**src/rtl/lpt_regdec_pkg.sv**
```systemverilog
package lpt_regdec_pkg;

  typedef enum logic [2:0] {
    MODE_STD   = 3'b000,
    MODE_BIDIR = 3'b001,
    MODE_PFIFO = 3'b010,
    MODE_ECP   = 3'b011,
    MODE_EPP   = 3'b100,
    MODE_RSV   = 3'b101,
    MODE_TEST  = 3'b110,
    MODE_CFG   = 3'b111
  } lpt_mode_e;

  typedef enum logic [3:0] {
    SEL_NONE,
    SEL_DATA,
    SEL_AFIFO,
    SEL_STAT,
    SEL_CTRL,
    SEL_PFIFO,
    SEL_EFIFO,
    SEL_TFIFO,
    SEL_CFGA,
    SEL_CFGB,
    SEL_ECR
  } lpt_sel_e;

  localparam int unsigned OFF_DATA = 32'h000;
  localparam int unsigned OFF_STAT = 32'h001;
  localparam int unsigned OFF_CTRL = 32'h002;
  localparam int unsigned OFF_HIQ  = 32'h400;
  localparam int unsigned OFF_CFGB = 32'h401;
  localparam int unsigned OFF_ECR  = 32'h402;

  localparam int unsigned CTRL_DIR_BIT = 5;

  typedef struct packed {
    logic       tag;
    logic [7:0] val;
  } q_entry_t;

endpackage

```
**src/rtl/lpt_addr_dec.sv**
```systemverilog
module lpt_addr_dec
  import lpt_regdec_pkg::*;
#(
  parameter int ADDR_W = 16
) (
  input  logic [ADDR_W-1:0] addr,
  input  logic [ADDR_W-1:0] base,
  input  logic              aen,
  input  lpt_mode_e         mode,
  output lpt_sel_e          sel
);

  logic [ADDR_W-1:0] off;

  assign off = addr - base;

  always_comb begin
    sel = SEL_NONE;
    if (aen) begin
      sel = SEL_NONE;
    end else if (off == ADDR_W'(OFF_STAT)) begin
      sel = SEL_STAT;
    end else if (off == ADDR_W'(OFF_CTRL)) begin
      sel = SEL_CTRL;
    end else if (off == ADDR_W'(OFF_ECR)) begin
      sel = SEL_ECR;
    end else if (off == ADDR_W'(OFF_DATA)) begin
      case (mode)
        MODE_STD, MODE_BIDIR: sel = SEL_DATA;
        MODE_ECP:             sel = SEL_AFIFO;
        default:              sel = SEL_NONE;
      endcase
    end else if (off == ADDR_W'(OFF_HIQ)) begin
      case (mode)
        MODE_PFIFO: sel = SEL_PFIFO;
        MODE_ECP:   sel = SEL_EFIFO;
        MODE_TEST:  sel = SEL_TFIFO;
        MODE_CFG:   sel = SEL_CFGA;
        default:    sel = SEL_NONE;
      endcase
    end else if (off == ADDR_W'(OFF_CFGB) && mode == MODE_CFG) begin
      sel = SEL_CFGB;
    end
  end

endmodule

```
**src/rtl/lpt_tag_fifo.sv**
```systemverilog
module lpt_tag_fifo #(
  parameter int DEPTH = 16,
  parameter int W     = 9
) (
  input  logic         clk,
  input  logic         rst_n,
  input  logic         push,
  input  logic [W-1:0] push_data,
  input  logic         pop,
  output logic [W-1:0] pop_data,
  output logic         empty,
  output logic         full,
  output logic         drop
);

  localparam int AW = (DEPTH > 1) ? $clog2(DEPTH) : 1;
  localparam int CW = $clog2(DEPTH + 1);

  logic [W-1:0]  mem [DEPTH];
  logic [AW-1:0] wr_ptr_q, wr_ptr_d;
  logic [AW-1:0] rd_ptr_q, rd_ptr_d;
  logic [CW-1:0] count_q, count_d;
  logic          push_ok, pop_ok;

  assign empty    = (count_q == '0);
  assign full     = (count_q == CW'(DEPTH));
  assign push_ok  = push && !full;
  assign pop_ok   = pop && !empty;
  assign drop     = push && full;
  assign pop_data = mem[rd_ptr_q];

  always_comb begin
    wr_ptr_d = wr_ptr_q;
    rd_ptr_d = rd_ptr_q;
    count_d  = count_q;
    if (push_ok) begin
      wr_ptr_d = (wr_ptr_q == AW'(DEPTH - 1)) ? '0 : wr_ptr_q + 1'b1;
    end
    if (pop_ok) begin
      rd_ptr_d = (rd_ptr_q == AW'(DEPTH - 1)) ? '0 : rd_ptr_q + 1'b1;
    end
    case ({push_ok, pop_ok})
      2'b10:   count_d = count_q + 1'b1;
      2'b01:   count_d = count_q - 1'b1;
      default: count_d = count_q;
    endcase
  end

  always_ff @(posedge clk or negedge rst_n) begin
    if (!rst_n) begin
      wr_ptr_q <= '0;
      rd_ptr_q <= '0;
      count_q  <= '0;
    end else begin
      wr_ptr_q <= wr_ptr_d;
      rd_ptr_q <= rd_ptr_d;
      count_q  <= count_d;
    end
  end

  always_ff @(posedge clk) begin
    if (push_ok) begin
      mem[wr_ptr_q] <= push_data;
    end
  end

  AST_NO_OVERFLOW: assert property (@(posedge clk) disable iff (!rst_n)
    count_q <= CW'(DEPTH));
  AST_FULL_DROP: assert property (@(posedge clk) disable iff (!rst_n)
    (push && full && !pop) |=> full);
  AST_PUSH_POP_BAL: assert property (@(posedge clk) disable iff (!rst_n)
    (push && pop && !full && !empty) |=> $stable(count_q));
  AST_EMPTY_POP: assert property (@(posedge clk) disable iff (!rst_n)
    (pop && !push && empty) |=> empty);

endmodule

```
**src/rtl/lpt_regdec.sv**
```systemverilog
module lpt_regdec
  import lpt_regdec_pkg::*;
#(
  parameter int         ADDR_W     = 16,
  parameter int         FIFO_DEPTH = 16,
  parameter logic [7:0] CFGA_VAL   = 8'h14
) (
  input  logic              clk,
  input  logic              rst_n,
  input  logic [ADDR_W-1:0] cfg_base,
  input  logic              host_aen,
  input  logic [ADDR_W-1:0] host_addr,
  input  logic              host_wr,
  input  logic              host_rd,
  input  logic [7:0]        host_wdata,
  output logic [7:0]        host_rdata,
  input  logic [7:0]        stat_in,
  input  logic [7:0]        pd_in,
  output logic [7:0]        pd_out,
  output logic              pd_oe,
  input  logic              q_pop,
  output logic              q_valid,
  output logic [7:0]        q_data,
  output logic              q_tag,
  output logic              fifo_drop
);

  localparam int QW = $bits(q_entry_t);

  // strobe edge detection
  logic wr_q, rd_q, wr_rise, rd_rise;

  // register file state
  logic [7:0] data_q, data_d;
  logic [7:0] ctrl_q, ctrl_d;
  logic [5:0] ecr_hi_q, ecr_hi_d;
  logic [7:0] cfgb_q, cfgb_d;
  logic [7:0] rdata_q, rdata_d;

  lpt_mode_e mode;
  lpt_sel_e  sel;
  logic      dir_rev;

  // queue interface
  q_entry_t  push_ent, head_ent;
  logic      q_push, q_pop_any, host_pop;
  logic      q_empty, q_full, q_drop;
  logic [7:0] rd_val;

  assign wr_rise = host_wr && !wr_q;
  assign rd_rise = host_rd && !rd_q;
  assign mode    = lpt_mode_e'(ecr_hi_q[5:3]);
  assign dir_rev = ctrl_q[CTRL_DIR_BIT];

  lpt_addr_dec #(.ADDR_W(ADDR_W)) u_dec (
    .addr (host_addr),
    .base (cfg_base),
    .aen  (host_aen),
    .mode (mode),
    .sel  (sel)
  );

  // enqueue / dequeue steering
  always_comb begin
    q_push       = 1'b0;
    push_ent.tag = 1'b0;
    push_ent.val = host_wdata;
    if (wr_rise) begin
      case (sel)
        SEL_AFIFO: begin
          q_push       = !dir_rev;
          push_ent.tag = 1'b1;
        end
        SEL_PFIFO, SEL_EFIFO, SEL_TFIFO: q_push = 1'b1;
        default: q_push = 1'b0;
      endcase
    end
  end

  assign host_pop  = rd_rise && (sel == SEL_TFIFO);
  assign q_pop_any = host_pop || (q_pop && (mode != MODE_TEST));

  lpt_tag_fifo #(.DEPTH(FIFO_DEPTH), .W(QW)) u_fifo (
    .clk       (clk),
    .rst_n     (rst_n),
    .push      (q_push),
    .push_data (push_ent),
    .pop       (q_pop_any),
    .pop_data  (head_ent),
    .empty     (q_empty),
    .full      (q_full),
    .drop      (q_drop)
  );

  // read multiplexer
  always_comb begin
    case (sel)
      SEL_DATA:  rd_val = pd_in;
      SEL_STAT:  rd_val = stat_in;
      SEL_CTRL:  rd_val = ctrl_q;
      SEL_ECR:   rd_val = {ecr_hi_q, q_full, q_empty};
      SEL_TFIFO: rd_val = q_empty ? 8'h00 : head_ent.val;
      SEL_CFGA:  rd_val = CFGA_VAL;
      SEL_CFGB:  rd_val = cfgb_q;
      default:   rd_val = 8'h00;
    endcase
  end

  // next-state for the register file
  always_comb begin
    data_d   = data_q;
    ctrl_d   = ctrl_q;
    ecr_hi_d = ecr_hi_q;
    cfgb_d   = cfgb_q;
    rdata_d  = rdata_q;
    if (wr_rise) begin
      case (sel)
        SEL_DATA: data_d   = host_wdata;
        SEL_CTRL: ctrl_d   = host_wdata;
        SEL_ECR:  ecr_hi_d = host_wdata[7:2];
        SEL_CFGB: cfgb_d   = host_wdata;
        default:  ;
      endcase
    end
    if (rd_rise) begin
      rdata_d = rd_val;
    end
  end

  always_ff @(posedge clk or negedge rst_n) begin
    if (!rst_n) begin
      wr_q     <= 1'b0;
      rd_q     <= 1'b0;
      data_q   <= 8'h00;
      ctrl_q   <= 8'h00;
      ecr_hi_q <= 6'h00;
      cfgb_q   <= 8'h00;
      rdata_q  <= 8'h00;
    end else begin
      wr_q     <= host_wr;
      rd_q     <= host_rd;
      data_q   <= data_d;
      ctrl_q   <= ctrl_d;
      ecr_hi_q <= ecr_hi_d;
      cfgb_q   <= cfgb_d;
      rdata_q  <= rdata_d;
    end
  end

  assign host_rdata = rdata_q;
  assign pd_out     = data_q;
  assign pd_oe      = !((mode == MODE_BIDIR) && dir_rev);
  assign q_valid    = !q_empty;
  assign q_data     = head_ent.val;
  assign q_tag      = head_ent.tag;
  assign fifo_drop  = q_drop;

  AST_AEN_HOLD: assert property (@(posedge clk) disable iff (!rst_n)
    host_aen |=> (data_q == $past(data_q) && ecr_hi_q == $past(ecr_hi_q)
                  && cfgb_q == $past(cfgb_q) && ctrl_q == $past(ctrl_q)));
  AST_DATA_MODE: assert property (@(posedge clk) disable iff (!rst_n)
    !(mode inside {MODE_STD, MODE_BIDIR}) |=> $stable(data_q));
  AST_CFG_SEL: assert property (@(posedge clk) disable iff (!rst_n)
    (sel == SEL_CFGA || sel == SEL_CFGB) |-> mode == MODE_CFG);
  AST_TEST_NOPOP: assert property (@(posedge clk) disable iff (!rst_n)
    (mode == MODE_TEST && q_valid && !wr_rise && !rd_rise) |=> $stable(q_data));
  AST_RD_ONCE: assert property (@(posedge clk) disable iff (!rst_n)
    (host_rd && rd_q) |=> $stable(host_rdata));

endmodule

```
**config.mk**
```make
export PLATFORM = sky130hd
export DESIGN_NAME = lpt_regdec
export DESIGN_NICKNAME = d
export VERILOG_FILES = /design/src/rtl/lpt_regdec_pkg.sv /design/src/rtl/lpt_addr_dec.sv /design/src/rtl/lpt_tag_fifo.sv /design/src/rtl/lpt_regdec.sv
export SDC_FILE = /design/constraint.sdc
export NUM_CORES = 1
export LEC_CHECK = 0
export BUFFER_PORTS_ARGS = -buffer_cell sky130_fd_sc_hd__buf_2
export CAP_MARGIN = 20
export CORE_AREA = 2 2 152 154
export DETAILED_ROUTE_END_ITERATION = 16
export DIE_AREA = 0 0 154 156
export PLACE_DENSITY = 0.68
export SYNTH_ARGS = -nofsm -noshare
export SYNTH_HDL_FRONTEND = slang
export SYNTH_SLANG_ARGS = --single-unit
```
**constraint.sdc**
```tcl
create_clock -name clk -period 3.5 [get_ports clk]
set_input_delay 0.35 -clock clk [delete_from_list [all_inputs] [get_ports clk]]
set_output_delay 0.35 -clock clk [all_outputs]
set_load 0.005 [all_outputs]
```
==> results.json, run 1 <==
{
  "status": "complete, but fails checks",
  "violations": "negative setup slack",
  "place.gp.congestion": 0.8846,
  "synthCells": 760,
  "rsz0062_at_grt": "yes",
  "critical_path.top_delay_family": "compound AO/OA/AOI/OAI gates",
  "clk_pin_slew_ns": 0.07,
  "synth_edf_count": 144,
  "slew_viol_final": 0,
  "use_met3_pct": 4.528,
  "dpl_cell_area_mm2": 0.01184,
  "portBuffers": 89,
  "drc_errors": 0,
  "syn-mean-instance-area_um2": 13.11,
  "totalWireLength_um": 26540,
  "synth_fp_nets": 849,
  "yosysWarnings": 0,
  "fin_cells": 1277,
  "worstPathArrival_ns": 4.40,
  "clockBufferDepth": 2,
  "tightest_slew_ns": 0.7478,
  "min_period_over_period_pct": 117.0,
  "grt_pass1_vias": 7217,
  "antenna_found_initial": 0,
  "p_total_mw": 7.102,
  "fin_nets": 1068,
  "worst_path_max_delay_cell": "or4_4",
  "grtUsageTotal_pct": 22.29,
  "hold-path-cell-count": 1,
  "die_area_mm2": 0.02402,
  "grt_pass1_wl_um": 40880,
  "p_per_area_mw_per_mm2": 538.7,
  "coreArea_mm2": 0.02237,
  "relSlewSlack_pct": 49.62,
  "start_util_pct": 44.57,
  "fin_skew_ns": 0.01867,
  "finalHoldViolCount": 0,
  "crit_type": "primary input to flop",
  "place_inst": 1219,
  "wire_per_inst_um": 20.78,
  "ys_types": 84,
  "first_pass_iters": 5,
  "ys_seq_elements": 197,
  "io_pins": 90,
  "grt_max_degree": 30,
  "avgViaCountPerCell": 5.786,
  "drtIter0Drc": 563,
  "hold_class": "primary input to flop",
  "n_fill_cell": 1737,
  "overflow": 0,
  "postRouteAntennaNets": 0,
  "whs_ns": 0.05063,
  "synth.cell_area_mm2": 0.009967,
  "area_delta_synth_final_pct": 32.29,
  "path_buf_inv": 5,
  "critPathLaunchType": "primary input",
  "pre_cts_ws_ns": -1.196,
  "rows": 55,
  "cts_buffers": 17,
  "rr_worst_depth": 16,
  "endpoint_kind": "flop",
  "drv_cap": 0,
  "antenna_cells": 0,
  "timing.fmax_ghz": 0.2441,
  "ys_top_cells_by_area": "edfxtp_1 43%, dfrtp_1 13%, mux2_2 4.7%",
  "cts.sinks": 197,
  "die_width_um": 154,
  "vdd_drop_max_v": 0.0003631,
  "met2_usage_pct": 35.66,
  "clk_latency_ns": 0.44,
  "cts_root_buf": "clkbuf_16",
  "min_period_ns": 4.096,
  "die_h_um": 156,
  "layout.cells.most_common": "edfxtp_1",
  "path_cells": "buf_8 -> inv_12 -> ha_4 -> fa_2 -> nor2b_4 -> o2111a_2 -> o21ai_2 -> a211o_1 -> a211oi_2 -> or3b_4 -> or4_4 -> o32a_4 -> nor2_4 -> inv_2 -> ha_4 -> inv_2 -> fa_2 -> inv_1 -> a21o_1 -> a21oi_2 -> xnor2_1 -> nor2_1 -> xor2_1",
  "htree_levels": 4,
  "design_area_mm2": 0.01319,
  "dr_total_vias": 7389,
  "netlist.area_leader.share_pct": 43.38,
  "synth_top_area_cell": "edfxtp_1",
  "worst-endpoint-required_ns": 3.81,
  "p_leak_nw": 5.333,
  "gr-max-usage-layer": "met2",
  "yosysSeqAreaShare_pct": 56.69,
  "final_cell_mix": "144 x edfxtp_1, 125 x buf_4, 85 x buf_2",
  "cts_tree": "yes",
  "hpwl_um": 17880,
  "async_flop_share_pct": 26.90,
  "synth_ff_type": "edfxtp_1",
  "gr-usage-met1_pct": 30.45,
  "cp_max_fo": 4,
  "regArea_mm2": 0.005652,
  "final_layout_size_suffix_gt1_share_pct": 44.25,
  "crit_path_max_incr_delay_ns": 0.52,
  "multi_input_comb_area_mm2": 0.004702,
  "setup_slack_ns": -0.5963,
  "setup_viol": 151,
  "critical_path_depth": 23
}
through the flow:
| stage | setup TNS (ns) | util, % |
|---|---|---|
| after floorplan | -70.20 | - |
| after global placement | -135.23 | 52.93 |
| after detailed placement | -144.27 | 52.93 |
| after CTS | -30.91 | 56.91 |
| after global routing | -56.10 | 58.95 |
| final | -36.88 | 58.95 |
layout make-up:
class,instances,area share [%]
clock buffer,23,4.365
clock inverter,9,0.6358
inverter,35,1.129
multi-input combinational,496,35.66
sequential,197,42.86
tap,285,2.705
timing repair buffer,232,12.64
routing by layer:
layer | share of wire (%) | vias up | wire [µm]
met3 | 6.5 | 39 | 1713
met2 | 47 | 255 | 12470
li1 | - | 3418 | -
met5 | 0 | - | 0
met4 | 2.9 | 0 | 759
met1 | 44 | 3677 | 11600
cell usage after synthesis, types with 4 or more instances:
cell	number
buf_6	4
and2_1	5
a211o_1	6
nor4_1	6
a22o_1	17
nor2b_1	11
nor3_1	7
a221oi_1	10
a222oi_1	5
or2_2	6
nor2_1	23
mux2i_1	28
nand3_1	10
nand4_1	5
edfxtp_1	144
mux4_2	18
nand2_1	47
a21oi_1	37
inv_1	35
clkbuf_1	23
xor2_1	8
nand2b_1	6
a31oi_1	5
a211oi_1	6
dfrtp_1	53
or3_1	6
ha_1	25
buf_2	4
and3_1	19
o21ai_0	35
mux2_2	42
a22oi_1	11
buf_1	5
a21o_1	11
sequential cells by signal, indices dropped and copies added (netlist names):
name / count
cfgb_q: 8
ctrl_q: 8
ecr_hi_q: 6
host_rdata: 8
pd_out: 8
rd_q: 1
u_fifo.count_q: 5
u_fifo.mem: 144
u_fifo.rd_ptr_q: 4
u_fifo.wr_ptr_q: 4
wr_q: 1
final timing paths:
kind,end,slack [ns],start
max,u_fifo.count_q[4],-0.60,host_addr[0]
min,rd_q,0.05,host_rd
max reg2reg,u_fifo.count_q[4],0.02,ecr_hi_q[4]
min reg2reg,host_rdata[1],0.49,host_rdata[1]
max in group asynchronous,u_fifo.rd_ptr_q[1],2.22,rst_n
min in group asynchronous,rd_q,0.47,rst_n
cell families after synthesis:
family | Yosys count | synth area share [%]
AO/OA/AOI/OAI | 189 | 13.67
AND/OR/NAND/NOR | 174 | 10.18
buffers and inverters | 72 | 3.101
multiplexers | 90 | 11.85
flip-flops | 197 | 56.69
XOR/XNOR | 11 | 0.9667
adder cells (fa/ha/maj) | 27 | 3.540
timing repair:
action,in CTS,in global routing
endpoints found under the hold margin,24,0
hold buffers,1,0
endpoints found under the setup margin,187,192
buffers inserted,5,14
cloned,6,0
pin swaps,22,32
gates resized for setup,37,61
power by group:
group,internal [mW],total [mW],switching (mW)
clock,1.19,2.09,0.899
combinational,1.07,2.28,1.21
sequential,2.56,2.74,0.177
No activity file was read; power rests on OpenSTA's default activity.
==> run 2, diff against run 1 <==
- ABC_AREA: not set -> 1
- BUFFER_PORTS_ARGS: -buffer_cell sky130_fd_sc_hd__buf_2 -> -buffer_cell sky130_fd_sc_hd__buf_4
- CORE_AREA: 2 2 152 154 -> 2 2 154 156
- DIE_AREA: 0 0 154 156 -> 0 0 156 158
==> results.json, run 2 <==
{
  "status": "complete, but fails checks",
  "violations": "negative setup slack",
  "hold_class": "primary input to flop",
  "drc_errors": 0,
  "crit_path_max_incr_delay_ns": 0.36,
  "synth_common_cells": "314 x nand2_1, 144 x edfxtp_1, 115 x inv_1",
  "die_h_um": 158,
  "min_period_ns": 3.571,
  "synth_ff_type": "edfxtp_1",
  "cts_buffers": 17,
  "synth_fp_nets": 1222,
  "clk_pin_slew_ns": 0.07,
  "synth_edf_count": 144,
  "rsz0062_at_grt": "yes",
  "setup_viol": 2,
  "timing.fmax_ghz": 0.2800,
  "setup_slack_ns": -0.07112,
  "place_inst": 1559,
  "ys_seq_elements": 197,
  "grt_pass1_vias": 8079,
  "ys_types": 43,
  "cp_common_cell": "nand2_2",
  "start_util_pct": 44.40,
  "critPathLaunchType": "primary input",
  "dr_total_vias": 8488,
  "endpoint_kind": "flop",
  "async_flop_share_pct": 26.90,
  "overflow": 0,
  "synth_top_area_cell": "edfxtp_1",
  "clk_latency_ns": 0.44,
  "crit_type": "primary input to flop",
  "cp_max_fo": 7,
  "final_util_pct": 55.37,
  "cts_root_buf": "clkbuf_16",
  "grt_pass1_wl_um": 42250,
  "tightest_slew_ns": 0.6838,
  "vdd_drop_max_v": 0.0002968,
  "antenna_found_initial": 0,
  "min_period_over_period_pct": 102.0,
  "avgViaCountPerCell": 5.298,
  "coreArea_mm2": 0.02305,
  "first_pass_iters": 5,
  "fin_cells": 1602,
  "finalSetupTns_ns": -0.1175,
  "synth.cell_area_mm2": 0.01023,
  "final_layout_size_suffix_gt1_share_pct": 24.09,
  "finalHoldViolCount": 0,
  "cts_tree": "yes",
  "wire_per_inst_um": 16.89,
  "worst_path_max_delay_cell": "fa_2",
  "relSlewSlack_pct": 54.42,
  "fin_nets": 1388,
  "drv_cap": 0,
  "ys_top_cells_by_area": "edfxtp_1 42%, dfrtp_1 13%, nand2_1 12%",
  "worstPathArrival_ns": 3.94,
  "slew_viol_final": 0,
  "yosysWarnings": 0,
  "grt_max_degree": 76,
  "yosysSeqAreaShare_pct": 55.21,
  "syn-mean-instance-area_um2": 9.033,
  "largest_reg_flops": 144,
  "antenna_cells": 0,
  "die_width_um": 156,
  "netlist.area_leader.share_pct": 42.25,
  "fin_skew_ns": 0.01132,
  "yosysMostFrequentCell": "nand2_1",
  "place.gp.congestion": 0.8719,
  "area_delta_synth_final_pct": 24.72,
  "drtIter0Drc": 739,
  "portBuffers": 89,
  "p_per_area_mw_per_mm2": 550.1,
  "layout.cells.most_common": "nand2_1",
  "die_area_mm2": 0.02465,
  "top_register": "u_fifo.mem",
  "whs_ns": 0.02541,
  "hpwl_um": 18630,
  "p_leak_nw": 5.690,
  "design_area_mm2": 0.01276,
  "n_fill_cell": 1998,
  "rows": 56,
  "totalWireLength_um": 27070,
  "clockBufferDepth": 2,
  "io_pins": 90,
  "synthCells": 1133,
  "worst-endpoint-required_ns": 3.86,
  "dpl_cell_area_mm2": 0.01186,
  "final_cell_mix": "300 x nand2_1, 176 x buf_4, 144 x edfxtp_1",
  "htree_levels": 4,
  "cts.sinks": 197,
  "grtUsageTotal_pct": 22.44,
  "postRouteAntennaNets": 0
}
## run 2: cell count changes after synthesis, moves of 17 or more
cell     change
mux2_2      -42
a22o_1      -17
and3_1      -19
o21ai_1     +33
mux4_2      -18
nand4_1     +33
inv_1       +80
nor2_1      +87
nand3_1     +56
mux2i_1     -28
o21ai_0     +19
nand2_1    +267
## run 2: layout make-up
type                       count  area [µm²]  share of cell area (%)
sequential                   197        5652                   44.28
clock inverter                15       176.4                   1.382
clock buffer                  17       425.4                   3.333
multi-input combinational    768        4179                   32.74
timing repair buffer         185        1465                   11.48
tap                          290       362.8                   2.843
inverter                     130       504.2                   3.950
## run 2: per-layer routing
metal	part of all wire (%)	vias up	global-route usage, %
met5	0	-	0
met4	2.3	0	7.558
met3	6.6	44	4.298
met2	48	284	37.08
met1	43	4004	29.85
li1	-	4156	-
## run 2: critical path: cells and delay by family
| family | cells | cell delay (ns) |
|---|---|---|
| buffers and inverters | 6 | 0.66 |
| AND/OR/NAND/NOR | 17 | 1.63 |
| AO/OA/AOI/OAI | 3 | 0.31 |
| adder cells (fa/ha/maj) | 4 | 0.98 |
## run 2: cell families (layout without fill, tap and decap cells)
family	count (synthesis)	in the layout	synth area share, %
AND/OR/NAND/NOR	581	581	25.62
flip-flops	197	197	55.21
buffers and inverters	168	347	6.724
AO/OA/AOI/OAI	154	154	8.484
adder cells (fa/ha/maj)	27	27	3.447
XOR/XNOR	6	6	0.5135
## run 2: path summary, 6_finish.rpt
check / from / endpoint / slack (ns) / depth (start not counted)
worst max-delay path: host_addr[0] / u_fifo.count_q[3] / -0.07 / 30
max in group asynchronous: rst_n / u_fifo.rd_ptr_q[0] / 2.52 / 2
worst min-delay path: host_wr / wr_q / 0.03 / 1
worst min register to register: host_rdata[4] / host_rdata[4] / 0.49 / 2
min in group asynchronous: rst_n / host_rdata[0] / 0.49 / 2
worst max register to register: ecr_hi_q[3] / u_fifo.count_q[3] / 0.61 / 17
## run 2: report_power, final
group | internal [mW] | leakage (nW) | switching (mW)
combinational | 0.866 | 3.36 | 1.51
clock | 1.07 | 0.286 | 0.929
sequential | 2.56 | 2.04 | 0.0850
## run 2: through the flow
step | power (mW) | setup slack [ns]
finish | 7.022 | -0.07112
global route | 7.337 | -0.3005
CTS | 6.962 | -0.008578
detailed placement | 4.972 | -0.5447
global placement | 4.935 | -0.4426
floorplan | 3.949 | -0.2068
## run 2: what timing repair did
action                     CTS  global route
pin swaps                    5            17
setup buffers                1             9
hold endpoints to repair    53             0
cloned                       0             1
setup endpoints to repair    3            52
gates resized for setup      5            44
hold buffers                 1             0
==> run 3, diff against run 2 <==
- CORE_AREA: 2 2 154 156 -> 2 2 158 160
- DIE_AREA: 0 0 156 158 -> 0 0 160 162
- SYNTH_HIERARCHICAL: not set -> 1
==> results.json, run 3 <==
{
  "syn-mean-instance-area_um2": 8.082,
  "rows": 57,
  "multi_input_comb_area_mm2": 0.004579,
  "endpoint_kind": "output pin",
  "die_area_mm2": 0.02592,
  "min_period_ns": 3.577,
  "relSlewSlack_pct": 45.68,
  "ys_top_cells_by_area": "edfxtp_1 40%, nand2_1 16%, dfrtp_1 12%",
  "yosysWarnings": 6,
  "die_width_um": 160,
  "cts_buffers": 17,
  "reg2reg_slack_ns": 0.63,
  "crit_path_max_incr_delay_ns": 0.37,
  "setup_viol": 31,
  "antenna_found_initial": 0,
  "rsz0062_at_grt": "yes",
  "worst_path_max_delay_cell": "fa_2",
  "io_pins": 90,
  "startpoint": "host_addr[0]",
  "totalWireLength_um": 27380,
  "overflow": 0,
  "clk_pin_slew_ns": 0.07,
  "synthCells": 1330,
  "fin_nets": 1577,
  "yosysSeqAreaShare_pct": 52.57,
  "portBuffers": 89,
  "synth_ff_type": "edfxtp_1",
  "drtIter0Drc": 715,
  "crit_type": "primary input to output pin",
  "hold_class": "primary input to flop",
  "start_util_pct": 44.59,
  "cp_common_cell": "nand2_2",
  "min_period_over_period_pct": 102.2,
  "fin_skew_ns": 0.01387,
  "tightest_slew_ns": 0.8128,
  "synth_edf_count": 144,
  "fin_cells": 1825,
  "drc_errors": 0,
  "dpl_cell_area_mm2": 0.01240,
  "setup_slack_ns": -0.07734,
  "drv_cap": 0,
  "cts.sinks": 197,
  "worst-endpoint-required_ns": 3.15,
  "whs_ns": 0.01961,
  "htree_levels": 4,
  "grt_pass1_vias": 8521,
  "hpwl_um": 18350,
  "first_pass_iters": 6,
  "cts_root_buf": "clkbuf_16",
  "postRouteAntennaNets": 0,
  "ys_seq_elements": 197,
  "finalHoldViolCount": 0,
  "synth.cell_area_mm2": 0.01075,
  "synth_top_area_cell": "edfxtp_1",
  "largest_reg_flops": 144,
  "r2r_end": "u_fifo/count_q[4]",
  "dr_total_vias": 9084,
  "synth_fp_nets": 1419,
  "vdd_drop_max_v": 0.0004118,
  "yosysMostFrequentCell": "nand2_1",
  "n_fill_cell": 2156,
  "die_h_um": 162,
  "netlist.area_leader.share_pct": 40.23,
  "clk_latency_ns": 0.44,
  "final_cell_mix": "435 x nand2_1, 235 x inv_1, 157 x nand3_1",
  "antenna_cells": 0,
  "place.gp.congestion": 0.8436,
  "clockBufferDepth": 2,
  "final_layout_size_suffix_gt1_share_pct": 22.39,
  "area_delta_synth_final_pct": 26.09,
  "avgViaCountPerCell": 4.978,
  "reg2reg_from": "ecr_hi_q[4]",
  "p_per_area_mw_per_mm2": 513.0,
  "place_inst": 1765,
  "slew_viol_final": 0,
  "synth_common_cells": "458 x nand2_1, 242 x inv_1, 169 x nand3_1",
  "p_leak_nw": 6.460,
  "critPathCapture": "fifo_drop",
  "cts_tree": "yes",
  "ys_types": 39,
  "grt_max_degree": 76,
  "final_util_pct": 56.22,
  "worstPathArrival_ns": 3.23,
  "critPathLaunchType": "primary input",
  "top_register": "u_fifo/mem",
  "violations": "negative setup slack",
  "timing.fmax_ghz": 0.2795,
  "regArea_mm2": 0.005652,
  "grt_pass1_wl_um": 43010,
  "wire_per_inst_um": 15.00,
  "finalSetupTns_ns": -0.5947,
  "async_flop_share_pct": 26.90,
  "grtUsageTotal_pct": 21.23,
  "status": "complete, but fails checks",
  "layout.cells.most_common": "nand2_1",
  "design_area_mm2": 0.01355,
  "coreArea_mm2": 0.02411,
  "rr_worst_depth": 22,
  "cp_max_fo": 4
}
run 3: changes by cell type in the layout (fill, tap and decap cells not counted), moves of 27 or more:
cell | before | now
inv_1 | 111 | 235
nor2_1 | 101 | 50
o21ai_1 | 37 | 10
nand2_1 | 300 | 435
nand3_1 | 58 | 157
nand4_1 | 38 | 7
run 3: worst min-delay path by stage:
stage | startpoint | to | slack, ns | depth (start not counted)
after CTS | host_wr | wr_q | 0.007 | 1
after global placement | rst_n | rd_q | 0.44 | 1
after global routing | host_rd | rd_q | 0.002 | 1
after detailed placement | rst_n | host_rdata[6] | 0.44 | 1
after floorplan | rst_n | cfgb_q[0] | 0.05 | 0
final | host_rd | rd_q | 0.02 | 1
run 3: kinds of logic after synthesis:
family	Yosys count	synth area share, %
xor gates and xnor gates	7	0.5704
and+or+nand+nor	748	29.57
buffers and inverters	289	10.93
DFF	197	52.57
AOI/OAI and AO/OA	62	3.085
adders and majority gates	27	3.283
run 3: what timing repair did:
action,in CTS,in global routing
hold buffers,1,0
pin swaps,25,54
endpoints found under the setup margin,139,149
gates cloned,5,4
resized for setup,16,54
setup buffers,10,8
hold endpoints to repair,53,0
run 3: power breakdown:
group          leakage (nW)  total [mW]  internal (mW)  switching [mW]
clock                 0.261        1.84          0.929           0.911
sequential             2.05        2.64           2.56          0.0799
combinational          4.15        2.48          0.881            1.60
total                  6.46        6.95           4.37            2.59
run 3: final cells by class:
| class | instances | area share (%) |
|---|---|---|
| Sequential cell | 197 | 41.70 |
| Inverter | 253 | 7.164 |
| Tap cell | 324 | 2.991 |
| Clock inverter | 14 | 0.8863 |
| Multi-Input combinational cell | 853 | 33.79 |
| Timing Repair Buffer | 166 | 10.30 |
| Clock buffer | 18 | 3.167 |
run 3: worst max-delay path: cells and delay by family:
kind / cells / cell delay (ns)
AO/OA/AOI/OAI: 2 / 0.28
buffers and inverters: 6 / 0.57
adder cells (fa/ha/maj): 2 / 0.51
AND/OR/NAND/NOR: 17 / 1.50
run 3: metal layers:
layer	global-route usage (%)	vias up	part of all wire, %
met5	0	-	0
met4	7.821	0	2.6
met3	4.392	51	6.1
met2	35.64	290	48
met1	27.36	4250	43
li1	-	4493	-
run 3: through the flow:
step / total power, mW / setup WS, ns
final: 6.953 / -0.07734
after global routing: 7.331 / -0.3083
after detailed placement: 5.047 / -0.6203
after global placement: 5.018 / -0.5081
after floorplan: 4.245 / -0.2646
after CTS: 6.896 / 0.002444
